[src/rtl/rcmd_pkg.sv]
package rcmd_pkg;

    typedef enum logic [2:0] {
        XP_IDLE  = 3'd0,
        XP_REC   = 3'd1,
        XP_PLAY  = 3'd2,
        XP_SREC  = 3'd3,
        XP_SPLAY = 3'd4,
        XP_FWD   = 3'd5,
        XP_REW   = 3'd6
    } xport_e;

    typedef enum logic [2:0] {
        C_BAD, C_MOVE, C_STOP, C_LOAD, C_UNLD, C_RATE, C_QUERY
    } cmd_e;

    localparam int REPLY_BYTES = 8;
    localparam int REPLY_LW    = $clog2(REPLY_BYTES + 1);
    typedef logic [REPLY_BYTES-1:0][7:0] reply_t;

    localparam logic [7:0] CH_CR = 8'h0D;
    localparam logic [7:0] CH_LF = 8'h0A;
    localparam logic [7:0] CH_SP = 8'h20;

    // Four-digit text of a rate code.
    function automatic logic [31:0] rate_text(input logic [2:0] code);
        case (code)
            3'd0:    return "0064";
            3'd1:    return "0128";
            3'd2:    return "0256";
            3'd3:    return "0512";
            3'd4:    return "1024";
            default: return "2048";
        endcase
    endfunction

    // Two-letter name of a transport state.
    function automatic logic [15:0] xport_text(input logic [2:0] st);
        case (st)
            3'd1:    return "RC";
            3'd2:    return "PL";
            3'd3:    return "SR";
            3'd4:    return "SP";
            3'd5:    return "FF";
            3'd6:    return "RW";
            default: return "ID";
        endcase
    endfunction

    // Two decimal digits of a percentage, saturated at 99.
    function automatic logic [15:0] pct_text(input logic [6:0] pct);
        logic [6:0] sat;
        logic [6:0] tens;
        logic [6:0] ones;
        sat  = (pct > 7'd99) ? 7'd99 : pct;
        tens = sat / 7'd10;
        ones = sat - tens * 7'd10;
        return {8'h30 + {1'b0, tens}, 8'h30 + {1'b0, ones}};
    endfunction

endpackage

[src/rtl/rcmd_linebuf.sv]
module rcmd_linebuf #(
    parameter int MAX_LEN = 16,
    parameter int LW      = $clog2(MAX_LEN + 1)
) (
    input  logic                      clk,
    input  logic                      rst_n,
    input  logic [7:0]                rx_data,
    input  logic                      rx_valid,
    input  logic                      hold,
    output logic                      line_end,
    output logic [MAX_LEN-1:0][7:0]   line_chars,
    output logic [LW-1:0]             line_len,
    output logic                      line_ovf
);
    import rcmd_pkg::*;

    typedef struct packed {
        logic [MAX_LEN-1:0][7:0] chars;
        logic [LW-1:0]           len;
        logic                    ovf;
    } lb_t;

    lb_t  q, d;
    logic accept;
    logic is_term;

    always_comb begin
        d        = q;
        line_end = 1'b0;
        accept   = rx_valid && !hold;
        is_term  = (rx_data == CH_CR) || (rx_data == CH_LF);
        if (accept) begin
            if (is_term) begin
                line_end = 1'b1;
                d.len    = '0;
                d.ovf    = 1'b0;
            end else if (q.len == LW'(MAX_LEN)) begin
                d.ovf = 1'b1;
            end else begin
                for (int i = 0; i < MAX_LEN; i++) begin
                    if (q.len == LW'(i)) d.chars[i] = rx_data;
                end
                d.len = q.len + 1'b1;
            end
        end
    end

    always_ff @(posedge clk) begin
        if (!rst_n) q <= '0;
        else        q <= d;
    end

    assign line_chars = q.chars;
    assign line_len   = q.len;
    assign line_ovf   = q.ovf;

    // the stored length never passes the line limit
    a_r2_len_bound: assert property (@(posedge clk) disable iff (!rst_n)
        q.len <= LW'(MAX_LEN));

    // characters offered while a reply is in flight leave the buffer alone
    a_r10_hold_freezes: assert property (@(posedge clk) disable iff (!rst_n)
        (hold && rx_valid) |=> ($stable(q.len) && $stable(q.ovf)));

endmodule

[src/rtl/rcmd_exec.sv]
module rcmd_exec #(
    parameter int MAX_LEN = 16,
    parameter int LW      = $clog2(MAX_LEN + 1)
) (
    input  logic                              clk,
    input  logic                              rst_n,
    input  logic                              line_end,
    input  logic [MAX_LEN-1:0][7:0]           line_chars,
    input  logic [LW-1:0]                     line_len,
    input  logic                              line_ovf,
    input  logic                              tape_present,
    input  logic                              tape_ready,
    input  logic                              at_bot,
    input  logic                              at_eot,
    input  logic                              data_avail,
    input  logic [6:0]                        tape_left_pct,
    output logic [2:0]                        xport_state,
    output logic [2:0]                        rate_code,
    output logic                              load_pulse,
    output logic                              unload_pulse,
    output logic                              reply_go,
    output rcmd_pkg::reply_t                  reply,
    output logic [rcmd_pkg::REPLY_LW-1:0]     reply_len
);
    import rcmd_pkg::*;

    typedef struct packed {
        xport_e     xport;
        logic [2:0] rate;
        logic       load;
        logic       unload;
    } ex_t;

    ex_t         q, d;
    logic [LW-1:0] eff;
    logic [15:0] w2;
    logic [23:0] w3;
    logic [31:0] w4;
    logic [31:0] wnum;
    cmd_e        cmd;
    xport_e      tgt;
    logic [2:0]  new_rate;
    logic        said_ok;
    logic [15:0] qname;
    logic [31:0] qval;
    logic        qwide;
    logic        mech_ok;

    assign w2   = {line_chars[0], line_chars[1]};
    assign w3   = {line_chars[0], line_chars[1], line_chars[2]};
    assign w4   = {line_chars[0], line_chars[1], line_chars[2], line_chars[3]};
    assign wnum = {line_chars[3], line_chars[4], line_chars[5], line_chars[6]};
    assign mech_ok = tape_present && tape_ready;

    // Length without trailing spaces
    always_comb begin
        eff = '0;
        for (int i = 0; i < MAX_LEN; i++) begin
            if ((LW'(i) < line_len) && (line_chars[i] != CH_SP)) eff = LW'(i + 1);
        end
    end

    // Keyword and field recognition
    always_comb begin
        cmd      = C_BAD;
        tgt      = XP_IDLE;
        new_rate = q.rate;
        qname    = '0;
        qval     = '0;
        qwide    = 1'b0;
        if (eff == LW'(3) && w3 == "REC") begin
            cmd = C_MOVE; tgt = XP_REC;
        end else if (eff == LW'(4) && w4 == "PLAY") begin
            cmd = C_MOVE; tgt = XP_PLAY;
        end else if (eff == LW'(4) && w4 == "SYNR") begin
            cmd = C_MOVE; tgt = XP_SREC;
        end else if (eff == LW'(4) && w4 == "SYNP") begin
            cmd = C_MOVE; tgt = XP_SPLAY;
        end else if (eff == LW'(2) && w2 == "FF") begin
            cmd = C_MOVE; tgt = XP_FWD;
        end else if (eff == LW'(2) && w2 == "RW") begin
            cmd = C_MOVE; tgt = XP_REW;
        end else if (eff == LW'(4) && w4 == "STOP") begin
            cmd = C_STOP;
        end else if (eff == LW'(4) && w4 == "LOAD") begin
            cmd = C_LOAD;
        end else if (eff == LW'(4) && w4 == "UNLD") begin
            cmd = C_UNLD;
        end else if (eff == LW'(7) && w3 == "BR=") begin
            cmd = C_RATE;
            case (wnum)
                "0064":  new_rate = 3'd0;
                "0128":  new_rate = 3'd1;
                "0256":  new_rate = 3'd2;
                "0512":  new_rate = 3'd3;
                "1024":  new_rate = 3'd4;
                "2048":  new_rate = 3'd5;
                default: cmd = C_BAD;
            endcase
        end else if (eff == LW'(3) && line_chars[2] == "?") begin
            cmd   = C_QUERY;
            qname = w2;
            case (w2)
                "BR": begin qval = rate_text(q.rate); qwide = 1'b1; end
                "ST": qval[15:0] = xport_text(q.xport);
                "TP": qval[15:0] = !tape_present ? "NM" : (tape_ready ? "RD" : "NR");
                "PS": qval[15:0] = at_bot ? "BT" : (at_eot ? "ET" : "MD");
                "RM": qval[15:0] = pct_text(tape_left_pct);
                "DA": qval[15:0] = data_avail ? "YS" : "NO";
                default: cmd = C_BAD;
            endcase
        end
    end

    // Next state and reply
    always_comb begin
        d        = q;
        d.load   = 1'b0;
        d.unload = 1'b0;
        reply    = '0;
        reply_len = '0;
        reply_go = 1'b0;
        said_ok  = 1'b0;

        if (q.xport == XP_FWD && at_eot) d.xport = XP_IDLE;
        if (q.xport == XP_REW && at_bot) d.xport = XP_IDLE;

        if (line_end && (line_ovf || eff != '0)) begin
            reply_go = 1'b1;
            if (!line_ovf) begin
                case (cmd)
                    C_MOVE: if (mech_ok) begin
                        d.xport = tgt; said_ok = 1'b1;
                    end
                    C_STOP: begin
                        d.xport = XP_IDLE; said_ok = 1'b1;
                    end
                    C_LOAD: if (q.xport == XP_IDLE) begin
                        d.load = 1'b1; said_ok = 1'b1;
                    end
                    C_UNLD: if (q.xport == XP_IDLE) begin
                        d.unload = 1'b1; said_ok = 1'b1;
                    end
                    C_RATE: begin
                        d.rate = new_rate; said_ok = 1'b1;
                    end
                    default: ;
                endcase
            end
            if (!line_ovf && cmd == C_QUERY) begin
                reply[0] = qname[15:8];
                reply[1] = qname[7:0];
                reply[2] = "=";
                if (qwide) begin
                    reply[3] = qval[31:24];
                    reply[4] = qval[23:16];
                    reply[5] = qval[15:8];
                    reply[6] = qval[7:0];
                    reply[7] = CH_LF;
                    reply_len = REPLY_LW'(8);
                end else begin
                    reply[3] = qval[15:8];
                    reply[4] = qval[7:0];
                    reply[5] = CH_LF;
                    reply_len = REPLY_LW'(6);
                end
            end else begin
                reply[0] = said_ok ? "O" : "E";
                reply[1] = said_ok ? "K" : "R";
                reply[2] = CH_LF;
                reply_len = REPLY_LW'(3);
            end
        end
    end

    always_ff @(posedge clk) begin
        if (!rst_n) begin
            q.xport  <= XP_IDLE;
            q.rate   <= 3'd0;
            q.load   <= 1'b0;
            q.unload <= 1'b0;
        end else begin
            q <= d;
        end
    end

    assign xport_state  = q.xport;
    assign rate_code    = q.rate;
    assign load_pulse   = q.load;
    assign unload_pulse = q.unload;

    // without a ready tape a line can only keep the state or stop it
    a_r5_motion_gated: assert property (@(posedge clk) disable iff (!rst_n)
        (line_end && !(tape_present && tape_ready))
        |=> ($stable(q.xport) || q.xport == XP_IDLE));

    // fast forward halts at the tape end unless a line overrides it
    a_r7_fwd_halts: assert property (@(posedge clk) disable iff (!rst_n)
        (q.xport == XP_FWD && at_eot && !line_end) |=> (q.xport == XP_IDLE));

    // rewind halts at the tape head unless a line overrides it
    a_r7_rew_halts: assert property (@(posedge clk) disable iff (!rst_n)
        (q.xport == XP_REW && at_bot && !line_end) |=> (q.xport == XP_IDLE));

    // the rate moves only as the result of a completed line
    a_r6_rate_on_line: assert property (@(posedge clk) disable iff (!rst_n)
        !line_end |=> $stable(q.rate));

    // a mechanics pulse follows a line taken in the stopped state
    a_r11_pulse_cause: assert property (@(posedge clk) disable iff (!rst_n)
        (q.load || q.unload) |-> ($past(line_end) && $past(q.xport) == XP_IDLE));

endmodule

[src/rtl/rcmd_txfmt.sv]
module rcmd_txfmt (
    input  logic                              clk,
    input  logic                              rst_n,
    input  logic                              load,
    input  rcmd_pkg::reply_t                  reply,
    input  logic [rcmd_pkg::REPLY_LW-1:0]     reply_len,
    output logic                              busy,
    output logic [7:0]                        tx_data,
    output logic                              tx_valid
);
    import rcmd_pkg::*;

    localparam int IW = $clog2(REPLY_BYTES);

    typedef struct packed {
        reply_t              bytes;
        logic [REPLY_LW-1:0] cnt;
        logic [IW-1:0]       idx;
    } tf_t;

    tf_t q, d;

    always_comb begin
        d = q;
        if (q.cnt != '0) begin
            d.cnt = q.cnt - 1'b1;
            d.idx = q.idx + 1'b1;
        end
        if (load) begin
            d.bytes = reply;
            d.cnt   = reply_len;
            d.idx   = '0;
        end
    end

    always_ff @(posedge clk) begin
        if (!rst_n) q <= '0;
        else        q <= d;
    end

    assign tx_valid = (q.cnt != '0);
    assign busy     = tx_valid;
    assign tx_data  = q.bytes[q.idx];

    // a new reply never starts on top of one in flight
    a_r10_no_overlap: assert property (@(posedge clk) disable iff (!rst_n)
        busy |-> !load);

    // the final byte of every reply is a line feed
    a_r10_ends_lf: assert property (@(posedge clk) disable iff (!rst_n)
        (tx_valid && q.cnt == REPLY_LW'(1)) |-> (tx_data == CH_LF));

endmodule

[src/rtl/rcmd_decoder.sv]
module rcmd_decoder #(
    parameter int MAX_LEN = 16
) (
    input  logic       clk,
    input  logic       rst_n,
    input  logic [7:0] rx_data,
    input  logic       rx_valid,
    input  logic       tape_present,
    input  logic       tape_ready,
    input  logic       at_bot,
    input  logic       at_eot,
    input  logic       data_avail,
    input  logic [6:0] tape_left_pct,
    output logic [2:0] xport_state,
    output logic [2:0] rate_code,
    output logic       load_pulse,
    output logic       unload_pulse,
    output logic [7:0] tx_data,
    output logic       tx_valid
);
    import rcmd_pkg::*;

    localparam int LW = $clog2(MAX_LEN + 1);

    logic                    busy;
    logic                    line_end;
    logic [MAX_LEN-1:0][7:0] line_chars;
    logic [LW-1:0]           line_len;
    logic                    line_ovf;
    logic                    reply_go;
    reply_t                  reply;
    logic [REPLY_LW-1:0]     reply_len;

    rcmd_linebuf #(.MAX_LEN(MAX_LEN), .LW(LW)) u_line (
        .clk        (clk),
        .rst_n      (rst_n),
        .rx_data    (rx_data),
        .rx_valid   (rx_valid),
        .hold       (busy),
        .line_end   (line_end),
        .line_chars (line_chars),
        .line_len   (line_len),
        .line_ovf   (line_ovf)
    );

    rcmd_exec #(.MAX_LEN(MAX_LEN), .LW(LW)) u_exec (
        .clk           (clk),
        .rst_n         (rst_n),
        .line_end      (line_end),
        .line_chars    (line_chars),
        .line_len      (line_len),
        .line_ovf      (line_ovf),
        .tape_present  (tape_present),
        .tape_ready    (tape_ready),
        .at_bot        (at_bot),
        .at_eot        (at_eot),
        .data_avail    (data_avail),
        .tape_left_pct (tape_left_pct),
        .xport_state   (xport_state),
        .rate_code     (rate_code),
        .load_pulse    (load_pulse),
        .unload_pulse  (unload_pulse),
        .reply_go      (reply_go),
        .reply         (reply),
        .reply_len     (reply_len)
    );

    rcmd_txfmt u_tx (
        .clk       (clk),
        .rst_n     (rst_n),
        .load      (reply_go),
        .reply     (reply),
        .reply_len (reply_len),
        .busy      (busy),
        .tx_data   (tx_data),
        .tx_valid  (tx_valid)
    );

endmodule

[config.mk]
export PLATFORM = sky130hd
export DESIGN_NAME = rcmd_decoder
export DESIGN_NICKNAME = d
export VERILOG_FILES = /design/src/rtl/rcmd_pkg.sv /design/src/rtl/rcmd_linebuf.sv /design/src/rtl/rcmd_exec.sv /design/src/rtl/rcmd_txfmt.sv /design/src/rtl/rcmd_decoder.sv
export SDC_FILE = /design/constraint.sdc
export NUM_CORES = 1
export LEC_CHECK = 0
export BUFFER_PORTS_ARGS = -buffer_cell sky130_fd_sc_hd__buf_2
export CAP_MARGIN = 30
export CORE_UTILIZATION = 57
export DETAILED_ROUTE_END_ITERATION = 10
export GPL_TIMING_DRIVEN = 0
export PLACE_DENSITY = 0.77
export SETUP_SLACK_MARGIN = 0.3
export SKIP_CTS_REPAIR_TIMING = 1
export SLEW_MARGIN = 20
export SYNTH_ARGS = -nofsm -noshare
export SYNTH_HDL_FRONTEND = slang
export SYNTH_SLANG_ARGS = --single-unit
[constraint.sdc]
create_clock -name clk -period 5.5 [get_ports clk]
set_input_delay 0.55 -clock clk [delete_from_list [all_inputs] [get_ports clk]]
set_output_delay 0.55 -clock clk [all_outputs]
set_load 0.02 [all_outputs]
==> results of run 1 <==
[area by class of cell]
cell class,instances,area share [%]
Sequential cell,199,33.0
Buffer,79,2.89
Clock buffer,17,3.52
Inverter,28,0.869
Tap cell,234,2.42
Multi-Input combinational cell,937,54.6
Clock inverter,14,1.18
Antenna cell,1,0.0207
Timing Repair Buffer,35,1.55
[kinds of logic (layout without fill, tap and decap cells)]
logic type | after synthesis | in the layout | share of synthesized area (%)
adders and majority gates | 17 | 17 | 2.08
DFF | 199 | 199 | 36.4
AOI/OAI and AO/OA | 222 | 222 | 14.7
muxes | 136 | 136 | 13.0
and+or+nand+nor | 551 | 551 | 28.9
other | 0 | 1 | 0
xor gates and xnor gates | 11 | 11 | 0.881
buffers and inverters | 107 | 173 | 4.11
[cell usage in the layout (no fill, tap or decap), types with 15 or more instances in the layout]
master and instances:
sky130_fd_sc_hd__a21oi_1 34, sky130_fd_sc_hd__and3_1 16, sky130_fd_sc_hd__buf_2 43, sky130_fd_sc_hd__clkbuf_1 55
sky130_fd_sc_hd__clkbuf_16 17, sky130_fd_sc_hd__dfxtp_1 199, sky130_fd_sc_hd__inv_1 26, sky130_fd_sc_hd__mux2i_1 128
sky130_fd_sc_hd__nand2_1 135, sky130_fd_sc_hd__nand2b_1 16, sky130_fd_sc_hd__nand3_1 27, sky130_fd_sc_hd__nand4_1 19
sky130_fd_sc_hd__nor2_1 76, sky130_fd_sc_hd__nor2b_1 118, sky130_fd_sc_hd__nor3_1 22, sky130_fd_sc_hd__nor4_1 25
sky130_fd_sc_hd__nor4b_1 15, sky130_fd_sc_hd__o21ai_0 34
[synthesized netlist by cell type, types with 5 or more instances]
cell,count
sky130_fd_sc_hd__a21oi_1,36
sky130_fd_sc_hd__clkbuf_1,57
sky130_fd_sc_hd__o21ai_1,11
sky130_fd_sc_hd__buf_2,12
sky130_fd_sc_hd__o211ai_1,8
sky130_fd_sc_hd__nand2b_1,16
sky130_fd_sc_hd__a211oi_1,9
sky130_fd_sc_hd__nand3b_1,8
sky130_fd_sc_hd__nor3b_1,8
sky130_fd_sc_hd__nand3_1,27
sky130_fd_sc_hd__nor3_1,22
sky130_fd_sc_hd__nand2_1,135
sky130_fd_sc_hd__a21o_1,8
sky130_fd_sc_hd__or3_1,5
sky130_fd_sc_hd__inv_1,27
sky130_fd_sc_hd__a21boi_0,7
sky130_fd_sc_hd__or4_1,8
sky130_fd_sc_hd__a31oi_1,14
sky130_fd_sc_hd__nor2b_1,118
sky130_fd_sc_hd__and3_1,16
sky130_fd_sc_hd__or2_2,5
sky130_fd_sc_hd__a22o_1,11
sky130_fd_sc_hd__mux2i_1,128
sky130_fd_sc_hd__nor4_1,25
sky130_fd_sc_hd__o21a_1,6
sky130_fd_sc_hd__a21boi_1,9
sky130_fd_sc_hd__o21ai_0,38
sky130_fd_sc_hd__dfxtp_1,199
sky130_fd_sc_hd__a32oi_1,6
sky130_fd_sc_hd__nand4_1,19
sky130_fd_sc_hd__and2_1,6
sky130_fd_sc_hd__nor2_1,76
sky130_fd_sc_hd__xnor2_1,8
sky130_fd_sc_hd__nor4b_1,15
sky130_fd_sc_hd__ha_1,15
[metrics by stage]
stage | power (mW) | setup TNS, ns | area, µm²
final | 3.09 | 0 | 12100
after global routing | 3.20 | 0 | 12100
after floorplan | 1.78 | 0 | 11000
after global placement | 1.86 | -0.0814 | 11400
after detailed placement | 1.87 | -0.373 | 11400
after CTS | 3.06 | 0 | 12000
[power groups by stage]
stage,Clock (mW),Sequential [mW],Combinational (mW)
after floorplan,0,1.49,0.282
after global placement,0,1.50,0.367
after detailed placement,0,1.50,0.377
after CTS,1.22,1.46,0.380
after global routing,1.28,1.47,0.457
final,1.21,1.46,0.416
[worst min path at each step]
stage	endpoint	slack, ns	cells after the start
5_1_grt	u_tx.q[60]	0.46	2
3_3_place_gp	u_tx.q[56]	0.43	2
6_report	u_tx.q[56]	0.44	2
2_1_floorplan	u_tx.q[56]	0.41	2
3_5_place_dp	u_tx.q[56]	0.43	2
4_1_cts	u_tx.q[56]	0.44	2
[registers in the layout, summed over array words and instances, names as in the netlist]
name                 count
u_exec.rate_code         3
u_exec.xport_state       3
u_line.line_len          5
u_exec.load_pulse        1
u_line.line_ovf          1
u_tx.q                  57
u_line.line_chars      128
u_exec.unload_pulse      1
[per-layer routing]
metal,up-vias,share of wire [%]
li1,4594,-
met1,4625,43
met2,357,47
met3,77,5.8
met4,0,3.7
met5,-,0
[worst max-delay path, cell delays in order]
cell                       delay (ns)
sky130_fd_sc_hd__buf_2           0.16
sky130_fd_sc_hd__a21boi_4        0.21
sky130_fd_sc_hd__ha_4            0.17
sky130_fd_sc_hd__o21ai_2         0.08
sky130_fd_sc_hd__xnor2_2         0.23
sky130_fd_sc_hd__inv_2           0.09
sky130_fd_sc_hd__ha_4            0.18
sky130_fd_sc_hd__a21oi_2         0.12
sky130_fd_sc_hd__a21o_1          0.16
sky130_fd_sc_hd__a21oi_1         0.09
sky130_fd_sc_hd__o21ai_1         0.14
sky130_fd_sc_hd__a21o_1          0.17
sky130_fd_sc_hd__inv_1           0.09
sky130_fd_sc_hd__ha_1            0.30
sky130_fd_sc_hd__nand2_1         0.07
sky130_fd_sc_hd__o21ai_1         0.13
sky130_fd_sc_hd__o21ai_1         0.08
sky130_fd_sc_hd__mux2_4          0.29
sky130_fd_sc_hd__ha_1            0.18
sky130_fd_sc_hd__ha_1            0.19
sky130_fd_sc_hd__fa_1            0.48
sky130_fd_sc_hd__inv_1           0.06
sky130_fd_sc_hd__ha_4            0.28
sky130_fd_sc_hd__xnor2_2         0.11
sky130_fd_sc_hd__ha_2            0.22
sky130_fd_sc_hd__xnor2_2         0.11
sky130_fd_sc_hd__o21ai_0         0.11
sky130_fd_sc_hd__a22o_1          0.24
==> impl_summary.md, run 1 <==
Power and ir drop
The part of the power in the clock network is roughly two fifths. The maximum ir drop on the vdd rail is between 0.0003 and 0.0004 V. Per report_power, the sequential group accounts for 47.4% of the total. The analysis attributes to net switching a power of 0.870 mW. The combinational share of power is between 10% and 20%. For this design the ratio of total power to cell area is 256 nW/µm². Summed over all cells, the static leakage comes to roughly 5 nW. Internal power comes to 2.22 mW. The share of total power consumed by net switching is 28.2%.

Synthesis
The number of nets handed over by synthesis was 1283. The part of the Yosys area used for sequential elements is 36.4%. Yosys printed 0 warnings. The cell area after synthesis is 10900 µm².

The cell count after synthesis came out at 1243. The most used flip-flop cell after synthesis is sky130_fd_sc_hd__dfxtp_1. Summed over its instances, the top area cell type makes up between 30 and 40% of the synthesized netlist area. In this run, synthesis produced a sequential element count of 199.

The per-instance average area after synthesis is 8.79 µm². The number of distinct library cell variants in the gate-level netlist after synthesis is 100. The post-synthesis async set-or-reset flop share is 0%. After synthesis, the cell types taking the most area are sky130_fd_sc_hd__dfxtp_1 (36%), sky130_fd_sc_hd__mux2i_1 (12%), sky130_fd_sc_hd__nor2b_1 (6.8%). Yosys mapped a number of flops with a built-in enable equal to 0. The cell type with the largest total area after synthesis is sky130_fd_sc_hd__dfxtp_1.

STA
Dividing the final minimum period by the clock period gives 90.1%. The worst path meets setup with 0.547 ns of slack. The hold slack is about 0.44 ns. The relative max-transition margin is about 34%. Setup repair after global routing left no endpoint under its margin. The number of pins exceeding their max-slew limit in the final report was 0. The total of endpoints with negative setup slack in the final report is 0.

Based on the critical path, the design can be clocked at up to between 200 and 250 MHz. At the pin with the least slew margin, the transition time is around 1 ns. The number of hold-slack violations in the final timing report is 0.

The clock tree skew after final layout is around 0.011 ns. For the finished layout, the period the worst path requires is 4.95 ns.

Place
The half-perimeter wire length of the detailed placement result is between 20000 and 25000 µm. Buffers placed on the I/O ports in this run total 28. The global placement routability congestion is 1.00. The count of placed standard cells including taps is 1507. Prior to clock tree synthesis, the placed netlist has a worst setup slack of -0.240 ns.

Layout
Of the cells placed in the final design, the portion with a size suffix greater than 1 is 11.8%. Cells fill around 64% of the core in the end. The area growth from synthesis to layout is 10.6%. Fill cells in the final layout number 1584. The count of placed standard cells in the final layout, fillers left out is 1544. Summing all multi-input logic gate instances after layout gives around 6600 µm². The net count of the finished layout is 1337.

The sequential cells in the finished layout cover a total of 3980 µm².

Run status
The flow ran to the end, and the final reports show no timing, DRC or antenna violations.

Drt
The average detailed-routed wire length per instance is 20.0 µm. In the routed layout, each cell is associated on average with a via count of ~6.3. For this block, the initial DRC count from the detailed router was 870. For this run, the detailed router's first-pass iteration total came to 5.

The count of antenna-violating nets left after detailed routing is 0. The total number of vias is 9653. The residual DRC count is 0. The routed design has around 31000 µm of wire.

Die
The initial core utilization is between 50% and 60%. The top-level I/O count is 40. The total die area is between 15000 and 20000 µm². The core footprint is 18800 µm². The placement row count is 50.

The die width is 140 µm. The die is ~140 µm tall.

GRT
met2 is the most crowded layer. For met2 alone, demand over resource in global routing was 54.2%. The number of antenna violations at the first check in global routing is 1.

The wire length of the first global-routing pass is slightly below 50000 µm. The number of global-route vias before repair is 9145. The global router's overall resource usage is 31.9%. The total overflow left after global routing is 0. Entering global routing, the biggest net connects 20 pins. In the global route stage, met3 resource usage came out at ~5.7%.

The global routing met1 resource utilization is around two fifths.

Setup path
The endpoint of the worst-slack reg-to-reg timing path is u_tx.q[42]. The critical path capture point type is a flip-flop. Tracing the worst setup path back leads to its startpoint at tape_left_pct[6]. STA classifies the critical path startpoint as an input pin. The worst endpoint required time is 5.83 ns. The launch point of the worst reg-to-reg path is u_line.line_len[1]. The number of cells traversed by the worst register-to-register path is 11. In this run the worst path has a maximum fanout of 9.

Following the worst setup path forward leads to its endpoint at u_tx.q[45]. The setup slack on the worst flop-to-flop path is 1.72 ns. The critical path is of the in -> reg type. STA puts the critical path data arrival time at 5.29 ns.

Run
Max-cap violations in this run came to 0.

Clock tree
For this design, the sink count on the clock tree is 199. The clock tree from TritonCTS is done. Counting the buffers created by CTS gives 17. The clock latency reported for the late side of the worst-skew pair is 0.45 ns. After clock tree synthesis, the clock-pin slew on the worst setup and hold paths is 0.07 ns. Counting along the longest clock path gives a buffer depth of 2.

In this run the number of H-tree levels came out at 4. Clock tree synthesis selected as its root buffer the cell sky130_fd_sc_hd__clkbuf_16.

Min path
The worst hold-check path type is reg -> reg. The startpoint of the most critical hold path is u_tx.q[56].
Power figures use the tool's default switching activity.
==> run 2: changes to the inputs <==
Settings changed: CORE_UTILIZATION 57 to 63, PLACE_DENSITY 0.77 to 0.81.
Clock period 5.5 ns to 5.3 ns, I/O delays scaled along.
==> impl_summary.md, run 2 (same netlist as run 1, synthesis figures left out) <==
Power and ir drop
In this run the power density over the cells is 274 nW/µm². For this design the static power due to leakage is slightly below 5 nW. IR analysis of the VDD net gives a maximum drop of 0.000257 V. The total chip power is 3.35 mW.

Setup path
The critical path's slowest cell is sky130_fd_sc_hd__fa_1. The setup slack on the worst flop-to-flop path is 1.63 ns. Data on the critical path is required at its endpoint by 5.63 ns.

Of all nets on the critical path, the largest fanout is 9. The critical path capture point type is a flip-flop. The startpoint kind of the worst setup timing path is an input pin. The launch point of the worst reg-to-reg path is u_line.line_len[1]. Data on the critical path arrives at its endpoint at a little over 5 ns.

The count of buffer and inverter cells on the critical path is 4. The category of the critical setup timing path is in -> reg. The origin of the worst setup path is tape_left_pct[6]. The delay contributed by the slowest stage of the critical path is 0.48 ns. The kind of cell with the highest combined delay on the critical path is adder cells.

The most used cell along the critical path is sky130_fd_sc_hd__ha_4.

Die
The die covers ~18000 µm². For this configuration, the core starts out at a cell density of between 60 and 70%. The top-level I/O count is 40. The die span in y is ~130 µm.

The die width is 134 µm. The floorplan step defined a core boundary enclosing roughly 17000 µm². The placement row count is 47.

Clock tree
For the worst-skew pair, the clock arrives at the later sink with an insertion delay of 0.44 ns. The maximum buffer depth of the clock tree is 2. The H-tree generated during clock tree synthesis spans 4 levels. Counting the buffers created by CTS gives 17. Clock-pin slew was measured on the worst setup and hold paths at 0.07 ns.

CTS saw between 150 and 200 sinks. The clock tree root buffer cell is sky130_fd_sc_hd__clkbuf_16. TritonCTS built the clock tree.

Drt
The detail route stage leaves a number of antenna-violating nets equal to 0. The number of optimization iterations in the first detailed-route pass is 5. The residual DRC count is 0. The wire length reported by the detailed router is 31100 µm. The per-cell via count in the routed design is 6.35. The first routing iteration left 882 violations. The total number of vias is ~9800. The average detailed-routed wire length per instance is 20.2 µm.

Layout
From synthesis to final layout, the design area changed by 11.7%. The register with the most flip-flops in the layout has 128 of them. The library cell used most frequently in the layout, excluding fill and tap cells, is sky130_fd_sc_hd__dfxtp_1. At the end of the flow, the number of nets in the layout was 1343. The final instance area is ~12000 µm². In the layout the commonest cells are sky130_fd_sc_hd__dfxtp_1 (199), sky130_fd_sc_hd__nand2_1 (135), sky130_fd_sc_hd__mux2i_1 (128), sky130_fd_sc_hd__nor2b_1 (118), sky130_fd_sc_hd__nor2_1 (76).

Cells with a size suffix above 1 make up between 10% and 20% of the layout.

STA
The transition at the pin with the smallest max-transition slack is roughly 1.0 ns. Setup violations remaining at the end of the flow were counted as 0. Measured against its own limit, the worst slew margin works out to about a third.

Subtracting the final worst setup slack from the clock period gives 4.86 ns. The number of pins exceeding their max-slew limit in the final report came to 0. The hold slack is roughly 0.44 ns.

The final critical path takes up 91.6% of the cycle. Across the routed clock network, the largest skew measured is 0.0108 ns. Based on the critical path, the design can be clocked at up to 206 MHz. The number of hold-slack violations in the final timing report was 0. Setup repair after global routing left no endpoint under its margin.

Min path
The startpoint of the most critical hold path is rx_valid. The worst hold-check path type is in -> reg.

Place
The half-perimeter wire length of the detailed placement result is 22200 µm. The placement-stage cell area is ~11000 µm². The global placement routability congestion is 1.02. During placement, the flow inserted port buffers numbering 28.

Run
The tool flagged a number of max-cap violations equal to 0.

GRT
The number of global-route vias before repair was 9146. The number of antenna violations at the first check in global routing came to 0. Entering global routing, the biggest net connects 19 pins. The global router's overall resource usage is a little over a third. Global routing finished with a remaining overflow of 0. The first global-routing pass estimated 48400 µm of wire.

Run status
The run finished with clean final reports.
-- run 2: cell types whose count changed in the layout (fill, tap and decap cells not counted), sizes merged --
cell,change
clkbuf,+5
clkinv,-5
buf,+3
bufinv,+2
inv,+2
-- run 2: power by group --
group	switching, mW	leakage [nW]	internal, mW	total (mW)
logic	0.270	3.06	0.213	0.483
clock network	0.632	0.287	0.714	1.35
registers	0.0160	1.60	1.50	1.52
total	0.917	4.95	2.43	3.35
-- run 2: final timing paths --
kind,to,cells past startpoint
max reg2reg,u_tx.q[3],9
max,u_tx.q[45],28
min,u_line.line_len[2],4
min reg2reg,u_tx.q[51],2
-- run 2: area by class of cell --
class	count	area, µm²
buffer	79	364
tap	220	275
multi-input combinational	937	6650
fill	1298	4550
sequential	199	3980
timing repair buffer	41	233
clock inverter	13	165
inverter	28	105
antenna	1	2.50
clock buffer	19	433
-- run 2: worst min-delay path, delay by kind of cell --
kind / cells / cell delay [ns]
simple gates: 2 / 0.13
buf+inv: 1 / 0.11
compound gates: 1 / 0.07
-- run 2: layer usage --
layer / global-route usage (%) / vias to the layer above / routed length, µm
met2: 59.2 / 433 / 15100
met3: 5.71 / 87 / 1890
li1: - / 4599 / -
met1: 43.4 / 4636 / 13100
met4: 14.9 / 0 / 1040
met5: 0 / - / 0
-- run 2: per-stage QoR --
stage	util [%]	TNS, ns	setup WS, ns	cells
5_1_grt	72.8	0	0.251	1536
6_report	72.9	0	0.443	1537
3_5_place_dp	68.2	-0.399	-0.206	1491
2_1_floorplan	-	0	0.301	1243
3_3_place_gp	68.2	-0.149	-0.0999	1491
4_1_cts	71.7	0	0.208	1523
